## src/rtl/branch_target_gen.sv

```systemverilog
module branch_target_gen #(
  parameter int PC_W  = 24,
  parameter int PTR_W = 8
) (
  input  logic              clk,
  input  logic              rst_n,
  input  logic              start,
  input  logic              ind_mode,
  input  logic              long_disp,
  input  logic              wide_addr,
  input  logic [15:0]       operand,
  input  logic [PC_W-1:0]   next_pc,
  output logic              mem_rd,
  output logic [PTR_W-1:0]  mem_addr,
  input  logic [15:0]       mem_rdata,
  output logic [31:0]       target,
  output logic              done,
  output logic              odd_err
);
  localparam int TOP_W = 32 - PC_W;

  typedef enum logic [1:0] {S_IDLE, S_REQ, S_CAP_A, S_CAP_B} st_t;
  st_t st;

  logic [PTR_W-1:0] ptr_q;
  logic             wide_q;
  logic [7:0]       hi_q;

  logic [15:0]     disp;
  logic [PC_W-1:0] rel_sum;
  logic [31:0]     rel_tgt;

  assign disp    = long_disp ? operand : {{8{operand[7]}}, operand[7:0]};
  assign rel_sum = next_pc + {{(PC_W-16){disp[15]}}, disp};
  assign rel_tgt = {{TOP_W{1'b0}}, rel_sum};

  assign mem_rd   = (st == S_REQ) || (st == S_CAP_A && wide_q);
  assign mem_addr = (st == S_CAP_A) ? ptr_q + PTR_W'(2) : ptr_q;

  always_ff @(posedge clk or negedge rst_n) begin
    if (!rst_n) begin
      st      <= S_IDLE;
      ptr_q   <= '0;
      wide_q  <= 1'b0;
      hi_q    <= '0;
      target  <= '0;
      done    <= 1'b0;
      odd_err <= 1'b0;
    end else begin
      done    <= 1'b0;
      odd_err <= 1'b0;
      case (st)
        S_IDLE: if (start) begin
          if (ind_mode) begin
            ptr_q  <= operand[PTR_W-1:0];
            wide_q <= wide_addr;
            st     <= S_REQ;
          end else begin
            target  <= rel_tgt;
            done    <= 1'b1;
            odd_err <= rel_tgt[0];
          end
        end
        S_REQ: st <= S_CAP_A;
        S_CAP_A: begin
          if (wide_q) begin
            hi_q <= mem_rdata[7:0];
            st   <= S_CAP_B;
          end else begin
            target  <= {16'h0000, mem_rdata};
            done    <= 1'b1;
            odd_err <= mem_rdata[0];
            st      <= S_IDLE;
          end
        end
        default: begin
          target  <= {8'h00, hi_q, mem_rdata};
          done    <= 1'b1;
          odd_err <= mem_rdata[0];
          st      <= S_IDLE;
        end
      endcase
    end
  end

  p_top_zero_r3: assert property (@(posedge clk) disable iff (!rst_n)
    done |-> target[31:24] == 8'h00);

  p_odd_with_done_r6: assert property (@(posedge clk) disable iff (!rst_n)
    !done |-> !odd_err);

  p_rel_turnaround_r1: assert property (@(posedge clk) disable iff (!rst_n)
    (st == S_IDLE && start && !ind_mode) |=> done);

  p_ind_request_r4: assert property (@(posedge clk) disable iff (!rst_n)
    (st == S_IDLE && start && ind_mode) |=> (mem_rd && !done));

  p_second_addr_r5: assert property (@(posedge clk) disable iff (!rst_n)
    (mem_rd && $past(mem_rd)) |-> mem_addr == $past(mem_addr) + PTR_W'(2));

  p_hold_ptr_r7: assert property (@(posedge clk) disable iff (!rst_n)
    (st != S_IDLE) |=> ($stable(ptr_q) && $stable(wide_q)));
endmodule

```

## config.mk

```make
export PLATFORM = sky130hd
export DESIGN_NAME = branch_target_gen
export DESIGN_NICKNAME = d
export VERILOG_FILES = /design/src/rtl/branch_target_gen.sv
export SDC_FILE = /design/constraint.sdc
export NUM_CORES = 1
export LEC_CHECK = 0
export ABC_AREA = 0
export BUFFER_PORTS_ARGS = -buffer_cell sky130_fd_sc_hd__clkbuf_2
export CELL_PAD_IN_SITES_DETAIL_PLACEMENT = 2
export CELL_PAD_IN_SITES_GLOBAL_PLACEMENT = 2
export CORE_UTILIZATION = 32
export DETAILED_ROUTE_END_ITERATION = 8
export PLACE_DENSITY_LB_ADDON = 0.1
export SYNTH_ARGS = -nofsm -noshare
export SYNTH_HDL_FRONTEND = slang
export SYNTH_SLANG_ARGS = --single-unit
```

## constraint.sdc

```tcl
create_clock -name clk -period 4.3 [get_ports clk]
set_input_delay 0.645 -clock clk [delete_from_list [all_inputs] [get_ports clk]]
set_output_delay 0.645 -clock clk [all_outputs]
set_load 0.1 [all_outputs]
```

==> metrics.yaml, run 1 <==
run_status:
  status: "finished, final reports clean"
synth:
  synth_top_area_share_pct: 34.30
  postSynthCellCount: 380
  syn_area_per_cell_um2: 8.640
  synth_simple_gate_area_share_pct: 16.96
  post-synth-top-area-cell: "dfrtp_1"
  syn-cell-area_mm2: 0.003283
  synth_seq_cells: 45
  synthArstFlopShare_pct: 100.0
  muxShareOfSynthArea_pct: 6.784
  synth_xor_area_share_pct: 6.936
  synth_top_family_by_area: "compound AO/OA/AOI/OAI gates"
  ys_types: 51
  ys_seq_area_share_pct: 34.30
  synth-compound-area-share_pct: 20.27
  ys_warn_count: 0
  yosys.cell_count.top_type: "nand2_1"
  yosys.area_share.adder_pct: 9.756
  synth_common_cells: "nand2_1, a21oi_1, dfrtp_1"
  synth-edff-count: 0
  ys.flop_type: "dfrtp_1"
  synthTopCellsByArea: "dfrtp_1, ha_1, a21oi_1"
clock_tree:
  clockBufferDepth: 2
  clk_pin_slew_worst_paths_ns: 0.10
  cts_inserted_buffers: 5
  cts.hold.buffers_added: 0
  cts_resized: 0
  cts_root_buf: "clkbuf_8"
  post-cts-setup-buffers: 0
  cts.htree.levels: 2
  cts_num_sinks: 45
  cts_tree: "done"
  insertion_delay_ns: 0.30
floorplan:
  io_pins: 105
  die_w_um: 103.3
  rows: 36
  core-area_mm2: 0.009864
  dieArea_mm2: 0.01067
  start_util_pct: 33.28
  fp.dieH_um: 103.3
global_route:
  grt_max_degree: 36
  grt_overflow: 0
  track_usage_pct: 21.25
  grt_pass1_wl_um: 17080
  grt_antenna_before_repair: 0
  grt_pass1_vias: 3190
sta:
  relSlewSlack_pct: 60.21
  period_needed_ns: 3.155
  fin_skew_ns: 0.006814
  fmax_ghz: 0.3170
  worstMarginPinSlew_ns: 0.5969
  slew_violations: 0
  finalSetupViolCount: 0
  fin_ws_ns: 1.145
  rsz0062_at_grt: "no"
  fin_crit_sh_pct: 73.36
  finalSetupTns_ns: 0
  finalHoldViolations: 0
setup_path:
  cp_slowest_cell: "dfrtp_1"
  cp.required_ns: 3.65
  cp.arrival_ns: 2.51
  path_class: "register to primary output"
  cp_max_fo: 13
  cp-end-kind: "primary output"
  path_cells: "nor2b_1 -> nand4_1 -> nor2_1 -> xor2_1 -> clkbuf_2"
  start_kind: "register"
  crit_path_max_incr_delay_ns: 0.55
detailed_routing:
  firstDrtPassIters: 4
  num_vias: 3109
  remaining_drc_errors: 0
  vias_per_cell: 5.122
  drtIter0Drc: 87
  ant_nets: 0
  wl_um: 11010
  wl_per_cell_um: 18.14
place:
  dp_hpwl_um: 9017
  port-buffer-count: 96
  post-place-ws_ns: 1.028
  gp_routability_congestion: 0.8394
finish:
  nNetsFinal: 560
  layout-drive-gt1-share_pct: 29.11
  area_growth_syn_to_layout_pct: 20.96
  antennaDiodeCount: 0
hold_path:
  min_path_type: "input pin to asynchronous set/reset pin"
run:
  maxCapViolations: 0
[critical path, delay by kind of cell (launching register included)]
| family | cells | cell delay, ns |
|---|---|---|
| flops | 1 | 0.55 |
| buf+inv | 1 | 0.48 |
| simple gates | 3 | 0.98 |
| xor+xnor | 1 | 0.20 |
[worst paths after layout]
| kind | cells past startpoint | from | end | slack (ns) |
|---|---|---|---|---|
| min | 1 | rst_n | done | 0.23 |
| max reg2reg | 8 | st[0] | target[22] | 2.22 |
| min reg2reg | 1 | target[0] | target[0] | 0.48 |
| max in group asynchronous | 2 | rst_n | ptr_q[6] | 3.28 |
| min in group clk | 1 | target[0] | target[0] | 0.48 |
| max | 5 | st[0] | mem_addr[7] | 1.15 |
[metrics by stage]
step	hold WS, ns	utilization (%)	instance area [um^2]	std cells
after CTS	0.2291	40.26	3971	607
after floorplan	0.3494	-	3309	387
after detailed placement	0.4654	39.35	3881	599
after global placement	0.4622	39.35	3881	599
after global routing	0.2254	40.26	3971	607
final	0.2253	40.26	3971	607
[cell usage in the layout, fill, tap and decap left out, drive strengths merged, types with 3 or more instances in the layout]
master	synthesis	final
nor2b	4	4
o211ai	5	5
nand3	8	8
o31ai	3	3
nor2	32	32
clkbuf	12	101
mux2	18	18
and3	6	6
conb	1	8
o21bai	3	3
xnor2	13	13
a31oi	4	4
nor3	6	6
xor2	13	13
buf	11	6
dfrtp	45	45
nand4	4	4
inv	10	11
nand2b	4	4
nand2	54	54
o21ai	17	17
a21boi	3	3
o22ai	4	4
a221oi	3	3
a21o	6	6
a21oi	47	47
ha	24	24
[cell families (layout without fill, tap and decap cells)]
kind of cell / after synthesis / in the layout
AOI/OAI and AO/OA: 106 / 106
other: 1 / 8
muxes: 20 / 20
xor gates and xnor gates: 26 / 26
adders and majority gates: 25 / 25
DFF: 45 / 45
and+or+nand+nor: 124 / 124
buffers and inverters: 33 / 120
[cell type report]
class / instances / area (um^2)
multi-input cells: 309 / 2026
clock inverters: 3 / 21.27
inverters: 10 / 37.54
flip-flops and latches: 45 / 1126
fillers: 1155 / 5893
repair buffers: 102 / 525.5
well taps: 133 / 166.4
clock buffers: 5 / 68.82
[routing by layer]
layer / global-route usage [%] / part of all wire (%)
met1: 30.42 / 49
met2: 35.54 / 47
met3: 2.218 / 3.7
met4: 2.600 / 0.28
met5: 0 / 0
[registers in the layout, indices dropped and copies added (netlist names)]
register	count
done	1
st	2
hi_q	8
ptr_q	8
odd_err	1
target	24
wide_q	1
Power of run 1 is left out: the tool's default activity adds up to more than one toggle a clock period on the data nets, which glitch-free logic cannot reach.
==> run 2, diff against run 1 <==
--- a/config.mk
+++ b/config.mk
@@ -9,7 +9,7 @@
 export BUFFER_PORTS_ARGS = -buffer_cell sky130_fd_sc_hd__clkbuf_2
 export CELL_PAD_IN_SITES_DETAIL_PLACEMENT = 2
 export CELL_PAD_IN_SITES_GLOBAL_PLACEMENT = 2
-export CORE_UTILIZATION = 32
+export CORE_UTILIZATION = 27
 export DETAILED_ROUTE_END_ITERATION = 8
 export PLACE_DENSITY_LB_ADDON = 0.1
 export SYNTH_ARGS = -nofsm -noshare
==> constraint.sdc (replaced) <==
create_clock -name clk -period 2.75 [get_ports clk]
set_input_delay 0.4125 -clock clk [delete_from_list [all_inputs] [get_ports clk]]
set_output_delay 0.4125 -clock clk [all_outputs]
set_load 0.1 [all_outputs]
==> metrics.yaml, run 2 (synthesized netlist as in run 1, its figures left out) <==
setup_path:
  cp_max_fo: 8
  cp.required_ns: 2.93
  start_kind: "input pin"
  rrSetupSlack_ns: 0.77
  rr_worst_depth: 9
  endpoint: "target[16]"
  cp-end-kind: "register"
  reg2reg_to: "target[22]"
  r2r-start: "st[0]"
  startpoint: "long_disp"
  cp.arrival_ns: 2.67
  path_class: "input pin to register"
floorplan:
  core-area_mm2: 0.01161
  fp.dieH_um: 112.3
  die_w_um: 112.3
  io_pins: 105
  start_util_pct: 28.27
  dieArea_mm2: 0.01260
  rows: 39
finish:
  register_area_mm2: 0.001126
  multiInputGateArea_mm2: 0.002059
  largest_register_ffs: 24
  area_growth_syn_to_layout_pct: 29.23
  final_area_mm2: 0.004243
  antennaDiodeCount: 0
  final_cell_mix: "clkbuf_2, nand2_1, a21oi_1"
  fillerInstances: 1355
  top_register: "target"
  reg.largest.list: "target (24), hi_q (8), ptr_q (8)"
  nNetsFinal: 582
  final_common_cell: "clkbuf_2"
  layout-drive-gt1-share_pct: 33.47
sta:
  fin_ws_ns: 0.2653
  slew_violations: 0
  rsz0062_at_grt: "no"
  finalHoldViolations: 0
  fin_crit_sh_pct: 90.35
  worstMarginPinSlew_ns: 0.6270
  fin_skew_ns: 0.003696
  finalSetupViolCount: 0
  relSlewSlack_pct: 58.20
  period_needed_ns: 2.485
  fmax_ghz: 0.4025
run_status:
  status: "complete, but fails checks"
  violations: "design-rule violations"
detailed_routing:
  vias_per_cell: 5.045
  drtIter0Drc: 91
  remaining_drc_errors: 4
  wl_per_cell_um: 18.06
  num_vias: 3224
  firstDrtPassIters: 8
  wl_um: 11540
  ant_nets: 0
global_route:
  grt_pass1_vias: 3541
  track_usage_pct: 19.19
  grt_pass1_wl_um: 18820
  grt_overflow: 0
  grt_antenna_before_repair: 0
  grt_max_degree: 46
clock_tree:
  cts.htree.levels: 2
  cts_inserted_buffers: 5
  cts_num_sinks: 45
  clk_pin_slew_worst_paths_ns: 0.07
  insertion_delay_ns: 0.29
  cts.hold.buffers_added: 0
  cts_tree: "done"
  post-cts-setup-buffers: 0
  cts_resized: 0
  clockBufferDepth: 2
  cts_root_buf: "clkbuf_16"
place:
  dpl_cell_area_mm2: 0.004091
  gp_routability_congestion: 0.9119
  dp_hpwl_um: 9630
  port-buffer-count: 96
  post-place-ws_ns: -0.2031
run:
  maxCapViolations: 0
hold_path:
  min_path_type: "input pin to asynchronous set/reset pin"
==> run 2: changes by cell type in the layout (fill, tap and decap cells not counted), moves of 2 or more <==
cell,previous run,this run
buf_4,6,31
clkbuf_16,0,5
clkbuf_8,5,0
clkbuf_2,96,93
xnor2_1,13,11
xnor2_2,0,2
==> run 2: layout make-up <==
class | instances | area share, %
multi-input cells | 309 | 48.54
repair buffers | 124 | 16.46
clock buffers | 5 | 2.949
flip-flops and latches | 45 | 26.54
inverters | 10 | 0.8847
clock inverters | 3 | 0.4129
well taps | 143 | 4.217
==> run 2: worst min-delay path by stage <==
stage | start | endpoint | slack, ns
2_1_floorplan | rst_n | done | 0.12
3_3_place_gp | target[0] | target[0] | 0.46
3_5_place_dp | target[8] | target[8] | 0.48
4_1_cts | rst_n | target[0] | 0.25
5_1_grt | rst_n | target[0] | 0.26
6_report | rst_n | target[0] | 0.21
==> run 2: per-layer routing <==
metal  up-vias  wire length, um  track usage (%)
met4         0               87            3.556
met2        65             5776            34.20
met5         -                0                0
met3         7              346            1.998
met1      1594             5332            25.28
li1       1558                -                -
==> run 2: critical path, cell delays in order <==
cell,delay (ns)
clkbuf_2,0.09
nand2b_2,0.20
nand2_1,0.08
ha_1,0.38
a21oi_1,0.21
o21ai_0,0.21
a31oi_2,0.31
o21ai_2,0.11
a21boi_0,0.26
xor2_1,0.14
a221oi_1,0.27
==> run 2: through the flow <==
step                setup TNS, ns  hold WS, ns  utilization [%]  cells
global route                    0       0.2636            36.53    639
floorplan                 -0.1304       0.1169                -    387
detailed placement        -0.2762       0.4780            35.23    631
finish                          0       0.2054            36.53    639
global placement         -0.08738       0.4580            35.23    631
CTS                             0       0.2497            36.46    639
Power of run 2 is left out for the same reason.
